### src/rtl/dram_pd_pkg.sv
package dram_pd_pkg;

    typedef enum logic [1:0] {
        ST_IDLE  = 2'd0,
        ST_ENTER = 2'd1,
        ST_PD    = 2'd2,
        ST_EXIT  = 2'd3
    } pd_state_t;

    typedef enum logic [1:0] {
        PDM_PRECHARGE = 2'd0,
        PDM_ACT_FAST  = 2'd1,
        PDM_ACT_SLOW  = 2'd2
    } pd_mode_t;

endpackage

### src/rtl/dram_pd_mode_sel.sv
module dram_pd_mode_sel
    import dram_pd_pkg::*;
#(
    parameter int NBANK   = 8,
    parameter int T_XP    = 2,
    parameter int T_XARD  = 2,
    parameter int T_XARDS = 8,
    parameter int LAT_W   = 4
) (
    input  logic [NBANK-1:0] bank_open,
    input  logic             lp_exit,
    input  pd_mode_t         cur_mode,
    output pd_mode_t         new_mode,
    output logic [LAT_W-1:0] latency
);

    // Flavour chosen from the bank status at the request cycle.
    always_comb begin
        if (|bank_open) begin
            new_mode = lp_exit ? PDM_ACT_SLOW : PDM_ACT_FAST;
        end else begin
            new_mode = PDM_PRECHARGE;
        end
    end

    // Exit latency belonging to the flavour that was entered.
    always_comb begin
        unique case (cur_mode)
            PDM_PRECHARGE: latency = LAT_W'(T_XP);
            PDM_ACT_FAST:  latency = LAT_W'(T_XARD);
            PDM_ACT_SLOW:  latency = LAT_W'(T_XARDS);
            default:       latency = LAT_W'(T_XP);
        endcase
    end

endmodule

### src/rtl/dram_pd_lat_timer.sv
module dram_pd_lat_timer #(
    parameter int LAT_W = 4
) (
    input  logic             clk,
    input  logic             rst_n,
    input  logic             load,
    input  logic [LAT_W-1:0] load_val,
    input  logic             dec,
    output logic             zero
);

    logic [LAT_W-1:0] count;

    always_ff @(posedge clk) begin
        if (!rst_n) begin
            count <= '0;
        end else if (load) begin
            count <= load_val;
        end else if (dec && (count != '0)) begin
            count <= count - LAT_W'(1);
        end
    end

    assign zero = (count == '0);

endmodule

### src/rtl/dram_pd_res_timer.sv
module dram_pd_res_timer #(
    parameter int MAX_RES = 14040,
    parameter int RES_W   = 14
) (
    input  logic clk,
    input  logic rst_n,
    input  logic clr,
    input  logic inc,
    output logic at_limit
);

    logic [RES_W-1:0] count;

    // count = number of low cycles completed before the current one
    always_ff @(posedge clk) begin
        if (!rst_n || clr) begin
            count <= '0;
        end else if (inc) begin
            count <= count + RES_W'(1);
        end
    end

    assign at_limit = (count == RES_W'(MAX_RES - 1));

endmodule

### src/rtl/dram_pd_sequencer.sv
module dram_pd_sequencer
    import dram_pd_pkg::*;
#(
    parameter int NBANK     = 8,
    parameter int T_XP      = 2,
    parameter int T_XARD    = 2,
    parameter int T_XARDS   = 8,
    parameter int T_REFI    = 1560,
    parameter int REFI_MULT = 9
) (
    input  logic             clk,
    input  logic             rst_n,
    input  logic             idle_req,
    input  logic [NBANK-1:0] bank_open,
    input  logic             burst_busy,
    input  logic             wr_recov_busy,
    input  logic             lp_exit,
    input  logic             wake_req,
    output logic             cke,
    output logic             cs_n,
    output logic             ras_n,
    output logic             cas_n,
    output logic             we_n,
    output logic             cmd_ready,
    output logic [1:0]       pd_mode
);

    localparam int MAX_RES  = T_REFI * REFI_MULT;
    localparam int RES_W    = $clog2(MAX_RES + 1);
    localparam int LAT_MAX0 = (T_XP > T_XARD) ? T_XP : T_XARD;
    localparam int LAT_MAX  = (LAT_MAX0 > T_XARDS) ? LAT_MAX0 : T_XARDS;
    localparam int LAT_W    = $clog2(LAT_MAX + 1);

    pd_state_t        state, state_nx;
    pd_mode_t         mode_q, mode_new;
    logic             wake_pend;
    logic             can_enter;
    logic             go_exit;
    logic             res_limit;
    logic             lat_zero;
    logic [LAT_W-1:0] latency;

    assign can_enter = idle_req && !burst_busy && !wr_recov_busy;
    assign go_exit   = (state == ST_PD) && (wake_req || wake_pend || res_limit);

    dram_pd_mode_sel #(
        .NBANK  (NBANK),
        .T_XP   (T_XP),
        .T_XARD (T_XARD),
        .T_XARDS(T_XARDS),
        .LAT_W  (LAT_W)
    ) u_mode_sel (
        .bank_open(bank_open),
        .lp_exit  (lp_exit),
        .cur_mode (mode_q),
        .new_mode (mode_new),
        .latency  (latency)
    );

    dram_pd_lat_timer #(
        .LAT_W(LAT_W)
    ) u_lat_timer (
        .clk     (clk),
        .rst_n   (rst_n),
        .load    (go_exit),
        .load_val(latency - LAT_W'(1)),
        .dec     (state == ST_EXIT),
        .zero    (lat_zero)
    );

    dram_pd_res_timer #(
        .MAX_RES(MAX_RES),
        .RES_W  (RES_W)
    ) u_res_timer (
        .clk     (clk),
        .rst_n   (rst_n),
        .clr     (state == ST_IDLE),
        .inc     ((state == ST_ENTER) || (state == ST_PD)),
        .at_limit(res_limit)
    );

    // Next-state logic
    always_comb begin
        state_nx = state;
        unique case (state)
            ST_IDLE:  if (can_enter) state_nx = ST_ENTER;
            ST_ENTER: state_nx = ST_PD;
            ST_PD:    if (go_exit) state_nx = ST_EXIT;
            ST_EXIT:  if (lat_zero) state_nx = ST_IDLE;
            default:  state_nx = ST_IDLE;
        endcase
    end

    // State register plus entry bookkeeping
    always_ff @(posedge clk) begin
        if (!rst_n) begin
            state     <= ST_IDLE;
            mode_q    <= PDM_PRECHARGE;
            wake_pend <= 1'b0;
        end else begin
            state <= state_nx;
            if ((state == ST_IDLE) && can_enter) begin
                mode_q <= mode_new;
            end
            if ((state == ST_ENTER) && wake_req) begin
                wake_pend <= 1'b1;
            end else if (go_exit) begin
                wake_pend <= 1'b0;
            end
        end
    end

    // Output decode
    always_comb begin
        cke       = 1'b1;
        cs_n      = 1'b0;
        ras_n     = 1'b1;
        cas_n     = 1'b1;
        we_n      = 1'b1;
        cmd_ready = 1'b0;
        unique case (state)
            ST_IDLE: begin
                cmd_ready = 1'b1;
            end
            ST_ENTER: begin
                cke = 1'b0;
            end
            ST_PD: begin
                cke  = 1'b0;
                cs_n = 1'b1;
            end
            ST_EXIT: begin
                cke = 1'b1;
            end
            default: begin
                cke = 1'b1;
            end
        endcase
    end

    assign pd_mode = mode_q;

endmodule

### config.mk
export PLATFORM = sky130hd
export DESIGN_NAME = dram_pd_sequencer
export DESIGN_NICKNAME = d
export VERILOG_FILES = /design/src/rtl/dram_pd_pkg.sv /design/src/rtl/dram_pd_mode_sel.sv /design/src/rtl/dram_pd_lat_timer.sv /design/src/rtl/dram_pd_res_timer.sv /design/src/rtl/dram_pd_sequencer.sv
export SDC_FILE = /design/constraint.sdc
export NUM_CORES = 1
export LEC_CHECK = 0
export BUFFER_PORTS_ARGS = -buffer_cell sky130_fd_sc_hd__buf_2
export CORE_ASPECT_RATIO = 0.6
export CORE_MARGIN = 1
export CORE_UTILIZATION = 54
export DETAILED_ROUTE_END_ITERATION = 7
export HOLD_SLACK_MARGIN = 0.15
export PLACE_DENSITY = 0.78
export SLEW_MARGIN = 10
export SYNTH_ARGS = -nofsm -noshare
export SYNTH_HDL_FRONTEND = slang
export SYNTH_SLANG_ARGS = --single-unit
### constraint.sdc
create_clock -name clk -period 2.85 [get_ports clk]
set_input_delay 0.285 -clock clk [delete_from_list [all_inputs] [get_ports clk]]
set_output_delay 0.285 -clock clk [all_outputs]
set_load 0.03 [all_outputs]
==> results.md <==
Yosys:
- The number of instances in the synthesized netlist is 139.
- After synthesis, the cell types taking the most area are sky130_fd_sc_hd__dfxtp_1 38%, sky130_fd_sc_hd__ha_1 6.2%, sky130_fd_sc_hd__nand2_1 4.3%.
- The synthesized flop and latch total is 23.
- After synthesis the cells add up to 0.001219 sq mm.
- sky130_fd_sc_hd__dfxtp_1 takes more of the synthesized area than any other cell.
- The count of yosys warnings during synthesis is 0.
- The part of the Yosys area used for sequential elements is 0.3778.
- The number of unique standard cell types used by synthesis is 36.
- The mean instance size in the synthesized netlist is 8.767 sq um.
- For this run, the leading register cell type out of synthesis is sky130_fd_sc_hd__dfxtp_1.
- The number of synthesized flops with an enable pin is 0.
- Counting flops with an async set or reset pin after synthesis yields a share of 0.
- The share of synthesized area in the top cell type comes to 0.3778.

Clocking:
- The cell sitting at the root of the clock tree is a sky130_fd_sc_hd__clkbuf_8.
- The clock transition at the registers of the reported paths is 0.08 ns.
- The quantity of hold-fixing buffers added after cts is 0.
- The maximum clock insertion buffer count is 2.
- The post-CTS setup-driven buffer insertion count is 0.
- The later-pin clock latency in the skew report is 0.26 ns.
- The number of sinks driven by the clock tree is 23.
- In this run the number of H-tree levels came out at 1.
- The TritonCTS clock tree is done.
- The number of gates resized after CTS was 0.
- Counting the buffers created by CTS gives 3.

Placement:
- The worst slack at placement is 0.4930 ns.
- The number of buffers added on ports is 19.
- After legalization and detailed placement, the total HPWL measured 1.948 mm.
- At the end of routability-driven placement, the weighted congestion stood at 0.8206.

Worst setup path:
- The end of the worst register-to-register path is u_lat_timer.count[2].
- The signal on the critical path passes through or4b_4 > o41ai_4 > nand2_2 > mux2i_1 > ha_1 > nand3b_1 > o2bb2ai_1.
- The number of cell instances on the worst register-to-register path is 7.
- The required time at the worst-slack endpoint is 3.01 ns.
- The type of the setup path with the least slack is reg2reg.
- At the worst endpoint, the arrival time is 2.55 ns.
- The reg-to-reg critical path startpoint is u_res_timer.count[8].
- Along the worst path, the maximum fanout reaches 6.
- STA classifies the critical path startpoint as a register.
- The internal reg-to-reg setup slack is 0.47 ns.
- The critical path capture point type is a register.
- The biggest cell delay along the critical path is 0.56 ns.
- Among all stages on the critical path, the largest delay is contributed by sky130_fd_sc_hd__or4b_4.

Die:
- The effective utilization at floorplan is 0.6149.
- From left edge to right edge, the die measures 63.33 um.
- The placeable core region is 0.001982 sq mm.
- The die height is 38.80 um.
- The die covers 0.002457 sq mm.
- The initialized floorplan defines 12 standard-cell rows.
- The number of placed I/O pins is 23.

Routing:
- The first detailed-routing pass ran for 4 iterations.
- The vias after detailed routing is 1050.
- In this run, the number of DRC markers left after iteration 0 of detailed routing was 93.
- The number of nets still failing antenna checks after routing is 0.
- The via count normalized by instance count is 5.645.
- The aggregate routed wire length is 2.536 mm.
- The wire length per cell after detailed routing is 13.63 um.
- The DRC violations left is 0.

Power:
- VDD sags by at most 0.5091 mV.
- Dividing total power by cell area gives a power density of 617.9 mW/mm^2.
- The leakage power summed over all cells is 0.5316 nW.

Finish:
- Compared with the post-synthesis result, the final layout area differs by 12.32%.
- The fill cell instance count of the final layout is 167.
- The proportion of layout cells with a drive suffix above 1 is 0.1899.
- At the end of the flow the core is filled with cells to 0.6907.
- The total number of nets in the final design is 180.
- The number of antenna repair diodes is 0.

Timing:
- The clock arrives with 0.002562 ns of skew.
- Setup repair after global routing left no endpoint under its margin.
- Headroom to the max-slew limit came out at 0.6486.
- The final setup slack of the worst path is 0.4654 ns.
- Across all hold checks on the routed design, the worst slack comes to 0.3034 ns.
- The setup TNS is 0 ns.
- Timing would allow up to 419.4 MHz.
- The final worst-path cycle share is 0.8367.
- The number of slew-limit violations in the final report came to 0.
- At the pin with the least slew margin, the transition time is 0.5272 ns.
- The number of hold violations in the final report is 0.
- Setup violations remaining at the end of the flow were counted as 0.
- For the finished layout, the period the worst path requires is 2.385 ns.

Hold path:
- The destination of the worst hold path is pd_mode[1].
- The startpoint identified for the worst hold timing path is lp_exit.
- Counting instances, the worst hold path has a depth of 3.
- The tightest min-delay check is of the in2reg type.

Global routing:
- For this run the aggregate overflow at the end of global routing stands at 0.
- The first global-routing pass estimated 4.043 mm of wire.
- The largest net degree at the start of global routing is 15.
- The global-route total usage across every layer is 0.2256.
- The initial antenna violation count is 0.
- The via count of the first global-routing pass is 849.

Run status:
- The run finished with clean final reports.

Run:
- The number of max-capacitance violations reported is 0.
## per-stage QoR
stage / cell area [sq um] / cells / power, mW
after floorplan: 1226 / 141 / 0.5825
after global placement: 1323 / 182 / 0.6368
after detailed placement: 1323 / 182 / 0.6462
after CTS: 1369 / 186 / 0.8479
after global routing: 1369 / 186 / 0.8884
final: 1369 / 186 / 0.8458
## worst max-delay path, delay by kind of cell (launching register included)
family | cells | cell delay (ns)
flops | 1 | 0.35
mux | 1 | 0.14
compound gates | 2 | 0.71
simple gates | 3 | 0.87
fa+ha+maj | 1 | 0.21
## area by class of cell
class | count | area (sq um) | share of cell area
inverter | 6 | 22.52 | 0.01645
clock inverter | 1 | 5.005 | 0.003656
tap | 28 | 35.03 | 0.02559
timing repair buffer | 19 | 95.09 | 0.06947
clock buffer | 3 | 41.29 | 0.03016
sequential | 23 | 460.4 | 0.3364
multi-input combinational | 106 | 709.4 | 0.5183
## worst max-delay path by stage
stage / slack, ns / from / end / depth (start not counted)
finish: 0.47 / u_res_timer.count[8] / u_lat_timer.count[2] / 7
floorplan: 0.66 / u_res_timer.count[8] / u_lat_timer.count[2] / 7
global placement: 0.59 / u_res_timer.count[8] / u_lat_timer.count[2] / 7
global route: 0.36 / u_res_timer.count[8] / u_lat_timer.count[2] / 7
detailed placement: 0.49 / u_res_timer.count[8] / u_lat_timer.count[2] / 7
CTS: 0.48 / u_res_timer.count[8] / u_lat_timer.count[2] / 7
## flip-flops by register name, indices dropped and copies added (netlist names)
register and count:
u_res_timer.count 14, u_lat_timer.count 4, pd_mode 2, state 2, wake_pend 1
## synthesized netlist by cell type, types with 4 or more instances
cell type and instances:
sky130_fd_sc_hd__nand4_1 4, sky130_fd_sc_hd__xor2_1 5, sky130_fd_sc_hd__ha_1 6, sky130_fd_sc_hd__nand3_1 4, sky130_fd_sc_hd__xnor2_1 5, sky130_fd_sc_hd__inv_1 6, sky130_fd_sc_hd__nor2b_1 4, sky130_fd_sc_hd__o21ai_0 4
sky130_fd_sc_hd__nor4_1 4, sky130_fd_sc_hd__nor2_1 12, sky130_fd_sc_hd__mux2i_1 4, sky130_fd_sc_hd__dfxtp_1 23, sky130_fd_sc_hd__a21oi_1 9, sky130_fd_sc_hd__nand2_1 14
## cells in the final DEF (no fill, tap or decap), types with 4 or more instances in the layout
cell and instances:
sky130_fd_sc_hd__dfxtp_1 23, sky130_fd_sc_hd__buf_2 19, sky130_fd_sc_hd__nand2_1 14, sky130_fd_sc_hd__nor2_1 12, sky130_fd_sc_hd__a21oi_1 9, sky130_fd_sc_hd__inv_1 6, sky130_fd_sc_hd__ha_1 6, sky130_fd_sc_hd__xor2_1 5
sky130_fd_sc_hd__xnor2_1 5, sky130_fd_sc_hd__mux2i_1 4, sky130_fd_sc_hd__nand3_1 4, sky130_fd_sc_hd__o21ai_0 4, sky130_fd_sc_hd__nand4_1 4, sky130_fd_sc_hd__nor4_1 4, sky130_fd_sc_hd__nor2b_1 4
## cells by family after synthesis
kind of cell	Yosys count	synth area share
muxes	4	0.03286
and+or+nand+nor	60	0.2690
buffers and inverters	12	0.04620
xor gates and xnor gates	10	0.07187
adders and majority gates	6	0.06160
other	1	0.003077
DFF	23	0.3778
AOI/OAI and AO/OA	23	0.1376
## per-layer routing
| metal | wire (um) | track usage | share of wire | vias up |
|---|---|---|---|---|
| li1 | - | - | - | 522 |
| met1 | 1265 | 0.3127 | 0.50 | 482 |
| met2 | 1104 | 0.3484 | 0.44 | 44 |
| met3 | 152 | 0.05882 | 0.060 | 2 |
| met4 | 12 | 0.05682 | 0.0047 | 0 |
| met5 | 0 | 0 | 0 | - |
## report_power, final
part	leakage [nW]	internal, mW	switching (mW)
logic	0.320	0.100	0.176
registers	0.186	0.344	0.0210
clock network	0.0255	0.0976	0.107
total	0.532	0.542	0.304
(Power assumes the default switching activity.)
